[config.mk]
export PLATFORM = sky130hd
export DESIGN_NAME = pclk_prescaler
export DESIGN_NICKNAME = d
export VERILOG_FILES = /design/src/rtl/pclk_pkg.sv /design/src/rtl/pclk_rst_sync.sv /design/src/rtl/pclk_divchain.sv /design/src/rtl/pclk_ctrl_reg.sv /design/src/rtl/pclk_tap_gate.sv /design/src/rtl/pclk_prescaler.sv
export SDC_FILE = /design/constraint.sdc
export NUM_CORES = 1
export LEC_CHECK = 0
export ABC_AREA = 0
export BUFFER_PORTS_ARGS = -buffer_cell sky130_fd_sc_hd__buf_2
export CAP_MARGIN = 20
export CORE_MARGIN = 2
export CORE_UTILIZATION = 49
export DETAILED_ROUTE_END_ITERATION = 16
export MAX_ROUTING_LAYER = met4
export PLACE_DENSITY = 0.79
export SKIP_LAST_GASP = 1
export SLEW_MARGIN = 20
export SYNTH_ARGS = -nofsm -noshare
export SYNTH_HDL_FRONTEND = slang
export SYNTH_SLANG_ARGS = --single-unit
[constraint.sdc]
create_clock -name clk -period 2.4 [get_ports clk]
set_input_delay 0.24 -clock clk [delete_from_list [all_inputs] [get_ports clk]]
set_output_delay 0.24 -clock clk [all_outputs]
set_load 0.005 [all_outputs]
[src/rtl/pclk_pkg.sv]
package pclk_pkg;

  // Decoded contents of the control byte
  typedef struct packed {
    logic       wdt_mode;
    logic       gate_en;
    logic       ivl_clr;
    logic [2:0] ivl_sel;
  } pclk_ctrl_t;

  localparam int unsigned BIT_WDT   = 5;
  localparam int unsigned BIT_GATE  = 4;
  localparam int unsigned BIT_CLR   = 3;
  localparam int unsigned SEL_W     = 3;
  localparam logic [2:0]  SEL_RESET = 3'b111;

  localparam pclk_ctrl_t CTRL_RESET = '{
    wdt_mode: 1'b0,
    gate_en:  1'b1,
    ivl_clr:  1'b0,
    ivl_sel:  SEL_RESET
  };

endpackage

[src/rtl/pclk_rst_sync.sv]
module pclk_rst_sync #(
  parameter int unsigned STAGES = 2
) (
  input  logic clk,
  input  logic rst_n,
  output logic rst_sync_n
);

  logic [STAGES-1:0] sync_q;
  logic [STAGES-1:0] sync_d;

  always_comb begin
    sync_d = {sync_q[STAGES-2:0], 1'b1};
  end

  always_ff @(posedge clk or negedge rst_n) begin
    if (!rst_n) begin
      sync_q <= '0;
    end else begin
      sync_q <= sync_d;
    end
  end

  assign rst_sync_n = sync_q[STAGES-1];

endmodule

[src/rtl/pclk_divchain.sv]
module pclk_divchain #(
  parameter int unsigned DIV_STAGES = 10
) (
  input  logic                clk,
  input  logic                rst_n,
  output logic [DIV_STAGES:1] tap_o
);

  localparam int unsigned CNT_W = DIV_STAGES;

  logic [CNT_W-1:0] cnt_q;
  logic [CNT_W-1:0] cnt_d;

  always_comb begin
    cnt_d = cnt_q + CNT_W'(1);
  end

  always_ff @(posedge clk or negedge rst_n) begin
    if (!rst_n) begin
      cnt_q <= '0;
    end else begin
      cnt_q <= cnt_d;
    end
  end

  // Divide-by-2^k strobe fires when the low k bits are all ones
  for (genvar k = 1; k <= DIV_STAGES; k++) begin : g_tap
    assign tap_o[k] = &cnt_q[k-1:0];
  end


  cnt_step_chk: assert property (@(posedge clk) disable iff (!rst_n)
    1'b1 |=> (cnt_q == $past(cnt_q) + CNT_W'(1)));

endmodule

[src/rtl/pclk_ctrl_reg.sv]
module pclk_ctrl_reg
  import pclk_pkg::*;
#(
  parameter int unsigned ADDR_W    = 8,
  parameter int unsigned DATA_W    = 8,
  parameter logic [7:0]  CTRL_ADDR = 8'hD6
) (
  input  logic              clk,
  input  logic              rst_n,
  input  logic              wr_en,
  input  logic [ADDR_W-1:0] wr_addr,
  input  logic [DATA_W-1:0] wr_data,
  output pclk_ctrl_t        ctrl_o
);

  pclk_ctrl_t ctrl_q;
  pclk_ctrl_t ctrl_d;
  logic       hit;

  assign hit = wr_en && (wr_addr == ADDR_W'(CTRL_ADDR));

  always_comb begin
    ctrl_d         = ctrl_q;
    ctrl_d.ivl_clr = 1'b0;
    if (hit) begin
      ctrl_d.wdt_mode = wr_data[BIT_WDT];
      ctrl_d.gate_en  = wr_data[BIT_GATE];
      ctrl_d.ivl_clr  = wr_data[BIT_CLR];
      ctrl_d.ivl_sel  = wr_data[SEL_W-1:0];
    end
  end

  always_ff @(posedge clk or negedge rst_n) begin
    if (!rst_n) begin
      ctrl_q <= CTRL_RESET;
    end else begin
      ctrl_q <= ctrl_d;
    end
  end

  assign ctrl_o = ctrl_q;


  hold_stable_chk: assert property (@(posedge clk) disable iff (!rst_n)
    !hit |=> $stable({ctrl_q.wdt_mode, ctrl_q.gate_en, ctrl_q.ivl_sel}));


  clr_source_chk: assert property (@(posedge clk) disable iff (!rst_n)
    ctrl_q.ivl_clr |-> $past(hit && wr_data[BIT_CLR]));

endmodule

[src/rtl/pclk_tap_gate.sv]
module pclk_tap_gate #(
  parameter int unsigned DIV_STAGES = 10,
  parameter int unsigned SEL_W      = 3,
  parameter int unsigned SEL_BASE   = 3
) (
  input  logic [DIV_STAGES:1] tap_i,
  input  logic                gate_en,
  input  logic [SEL_W-1:0]    ivl_sel,
  output logic [DIV_STAGES:0] pclk_en_o,
  output logic                ivl_tick_o
);

  localparam int unsigned SEL_N = 1 << SEL_W;

  always_comb begin
    pclk_en_o = '0;
    if (gate_en) begin
      pclk_en_o = {tap_i, 1'b1};
    end
  end

  always_comb begin
    ivl_tick_o = 1'b0;
    for (int s = 0; s < SEL_N; s++) begin
      if ((ivl_sel == SEL_W'(s)) && (s + SEL_BASE <= DIV_STAGES)) begin
        ivl_tick_o = tap_i[s + SEL_BASE];
      end
    end
  end

endmodule

[src/rtl/pclk_prescaler.sv]
module pclk_prescaler
  import pclk_pkg::*;
#(
  parameter int unsigned DIV_STAGES = 10,
  parameter int unsigned ADDR_W     = 8,
  parameter int unsigned DATA_W     = 8,
  parameter logic [7:0]  CTRL_ADDR  = 8'hD6,
  parameter int unsigned SEL_BASE   = 3
) (
  input  logic                clk,
  input  logic                rst_n,
  input  logic                wr_en,
  input  logic [ADDR_W-1:0]   wr_addr,
  input  logic [DATA_W-1:0]   wr_data,
  output logic [DIV_STAGES:0] pclk_en_o,
  output logic                ivl_tick_o,
  output logic [2:0]          ivl_sel_o,
  output logic                ivl_clr_o,
  output logic                wdt_mode_o
);

  logic                rst_i_n;
  logic [DIV_STAGES:1] tap_w;
  pclk_ctrl_t          ctrl_w;

  pclk_rst_sync #(.STAGES(2)) u_rst (
    .clk        (clk),
    .rst_n      (rst_n),
    .rst_sync_n (rst_i_n)
  );

  pclk_divchain #(.DIV_STAGES(DIV_STAGES)) u_div (
    .clk   (clk),
    .rst_n (rst_i_n),
    .tap_o (tap_w)
  );

  pclk_ctrl_reg #(
    .ADDR_W    (ADDR_W),
    .DATA_W    (DATA_W),
    .CTRL_ADDR (CTRL_ADDR)
  ) u_ctrl (
    .clk     (clk),
    .rst_n   (rst_i_n),
    .wr_en   (wr_en),
    .wr_addr (wr_addr),
    .wr_data (wr_data),
    .ctrl_o  (ctrl_w)
  );

  pclk_tap_gate #(
    .DIV_STAGES (DIV_STAGES),
    .SEL_W      (SEL_W),
    .SEL_BASE   (SEL_BASE)
  ) u_gate (
    .tap_i      (tap_w),
    .gate_en    (ctrl_w.gate_en),
    .ivl_sel    (ctrl_w.ivl_sel),
    .pclk_en_o  (pclk_en_o),
    .ivl_tick_o (ivl_tick_o)
  );

  assign ivl_sel_o  = ctrl_w.ivl_sel;
  assign ivl_clr_o  = ctrl_w.ivl_clr;
  assign wdt_mode_o = ctrl_w.wdt_mode;


  gate_closed_chk: assert property (@(posedge clk) disable iff (!rst_i_n)
    !ctrl_w.gate_en |-> (pclk_en_o == '0));


  ivl_tap_chk: assert property (@(posedge clk) disable iff (!rst_i_n)
    ivl_tick_o |-> tap_w[32'(ivl_sel_o) + SEL_BASE]);


  undiv_tap_chk: assert property (@(posedge clk) disable iff (!rst_i_n)
    ctrl_w.gate_en |-> pclk_en_o[0]);

endmodule

==> results.md <==
- Dpl ws: 0.374 ns
- Area of the multi-input gates: 393 um2
- Slew @ Worst Pin: 0.610 ns
- Root Driver: clkbuf_4
- Slowest stage delay, CP: 0.42 ns
- Crit share post-route: 92.6%
- Post-route ant nets: 0
- WS Path Type: reg2out
- Yosys cell types: 24
- CP top delay family: simple AND/OR/NAND/NOR gates
- Cell count after synthesis: 75
- Worst setup margin: 0.178 ns
- Pwr dens: 488 nW/um2
- M2 GR Usage: 29.4%
- Gr ovfl total: 0
- YS warnings: 0
- Slowest-stage cell, CP: dfrtp_1
- Cell Rows: 15
- Total Power: 0.533 mW
- Highest Clock Rate: 450 MHz
- Routability cong.: 0.845
- Die Footprint: 2110 um2
- Seq. cell area: 455 um2
- Type of the worst min-delay path: in2reg
- CP arrival: 1.98 ns
- Peak VDD IR: 288 uV
- First-pass GRT wire length: 2700 um
- Max cap viols: 0
- Tmin final: 2.22 ns
- Synthesized flop and latch total: 18
- Clk slew on worst S/H paths: 0.10 ns
- Latest clock arrival within the worst-skew pair: 0.29 ns
- Setup_tns: 0 ns
- Clock buffer count from CTS: 3
- Hold Crit Endpoint: u_ctrl.ctrl_o[3]
- Via-per-instance ratio: 5.18
- # fillers: 138
- Hold_sp: wr_data[3]
- Final wirelength: 1600 um
- Final setup violation count: 0
- Crit path buffers/inverters: 1
- Crit. End Element: primary output
- Final hold viol count: 0
- Vias in the first global route: 637
- Global routing usage on met3: 3.17%
- WP data required: 2.16 ns
- Chip height: 45.9 um
- Fin. max-slew vios: 0
- Ports: 36
- Initial Utilization: 50.9%
- 1st-pass router iterations: 4
- Reg-to-reg critical path startpoint: u_div.cnt_q[0]
- Core Area: 1690 um2
- Met1 global-route usage: 22.9%
- Overall Global Routing Usage: 18.1%
- Reg2reg setup slack: 0.93 ns
- Mean Syn Cell Area: 11.5 um2
- Post CTS Setup Buffer Count: 0
- RSZ-0062 raised after global routing: false
- Share of cells above drive strength 1: 45.5%
- Crit path max fanout: 5
- Terminus of the critical flop-to-flop path: u_div.cnt_q[8]
- Syn Nets: 97
- Leakage: 0.560 nW
- CTS sink count: 18
- Die Wd: 45.9 um
- Reg2reg path depth: 5
- Clk buf depth: 2
- Crit-path cells: ha_2 > nand2_1 > nor3_2 > and2_1 > ha_1 > nand3_1 > o31ai_1 > nand2_1 > nand3_1 > buf_2
- # diodes: 0
- Port bufs: 33
- Initial drt markers: 8
- Worst Setup Start Kind: flop
- Detailed-placement wirelength estimate: 1250 um
- Max transition margin: 59.3%
- Initial antenna violation count: 0
- Wire length per cell: 12.4 um
- Sequential-to-total area share from yosys stat: 53.0%
- Busiest grt layer: met2
- Routed via count: 668
- # nets final: 135
- Largest net degree at the start of global routing: 17
- Syn Std Cell Area: 860 um2
- DRC Markers: 0
- Htree depth: 1
- Area grow syn2layout: 27.1%
- TritonCTS clock tree: yes
- Core Util, Final: 64.7%
- Clock Skew: 0.00724 ns
- Hold Crit Depth: 2
- Status: completed
==> placed cells by master, fill, tap and decap left out, types with 2 or more instances in the layout <==
cell,instances
mux2_2,5
dfstp_2,4
nand3_1,7
buf_2,33
dfrtp_1,14
xnor2_1,4
nor2_1,3
inv_1,3
ha_1,2
clkbuf_4,3
and2_1,7
o2111ai_1,2
xor2_1,2
and3_1,3
nand2_1,6
==> cell type report <==
class	instances	area share, %
Tap cell	17	1.95
Multi-Input combinational cell	53	36.0
Sequential cell	18	41.7
Inverter	3	1.03
Timing Repair Buffer	34	16.0
Clock buffer	4	3.32
==> what timing repair did <==
item | in CTS | in global routing
hold endpoints to repair | 2 | 0
hold buffers | 1 | 0
endpoints found under the setup margin | 0 | 1
resized for setup | 0 | 2
==> cells by family (layout without fill, tap and decap cells) <==
group                      count (synthesis)  in the layout  share of synthesized area [%]
and+or+nand+nor                           34             34                           23.9
DFF                                       18             18                           53.0
other                                      1              1                          0.436
AOI/OAI and AO/OA                          4              4                           3.49
xor gates and xnor gates                   6              6                           6.11
buffers and inverters                      4             41                           2.18
muxes                                      5              5                           6.55
adders and majority gates                  3              3                           4.37
==> registers in the layout (all words and copies together), names as in the netlist <==
name / count
u_div.cnt_q: 10
u_ctrl.ctrl_o: 6
u_rst.sync_q: 2
==> power breakdown <==
part	total, mW	switching [mW]	internal [mW]
registers	0.323	0.0112	0.312
logic	0.0292	0.0102	0.0190
clock network	0.181	0.0883	0.0924
==> metal layers <==
metal	vias to the layer above	part of all wire, %
li1	332	-
met1	314	43
met2	20	52
met3	2	3.5
met4	0	1.1
met5	-	0
==> cell usage after synthesis <==
cell	instances	area (um2)
o21ai_0	1	5.00
conb_1	1	3.75
and3_1	3	18.8
nor2b_1	1	6.26
ha_1	3	37.5
nand3_2	1	10.0
inv_1	3	11.3
dfrtp_1	14	350
nand2b_1	1	6.26
dfstp_2	4	105
buf_4	1	7.51
xor2_1	2	17.5
nand3_1	7	35.0
o2111ai_1	2	17.5
xnor2_1	4	35.0
nor4b_4	1	23.8
and2_1	7	43.8
nand2_1	6	22.5
o31ai_1	1	7.51
nor2_1	3	11.3
and2_2	1	7.51
nor3_1	2	10.0
mux2_2	5	56.3
and4b_1	1	10.0
==> stage by stage <==
step	cells	area, um2	hold slack (ns)
2_1_floorplan	75	860	-0.0556
3_3_place_gp	124	1040	0.0249
3_5_place_dp	124	1040	0.0253
4_1_cts	129	1080	0.158
5_1_grt	129	1090	0.157
6_report	129	1090	0.167
==> worst max path at each step <==
stage	start	end	slack [ns]	cells past startpoint
after floorplan	u_div.cnt_q[0]	ivl_tick_o	0.70	9
after detailed placement	u_div.cnt_q[0]	ivl_tick_o	0.37	10
after CTS	u_div.cnt_q[0]	ivl_tick_o	0.03	10
final	u_div.cnt_q[0]	ivl_tick_o	0.18	10
after global routing	u_div.cnt_q[0]	ivl_tick_o	0.03	10
after global placement	u_div.cnt_q[0]	ivl_tick_o	0.38	10
No activity file was read; power rests on OpenSTA's default activity.
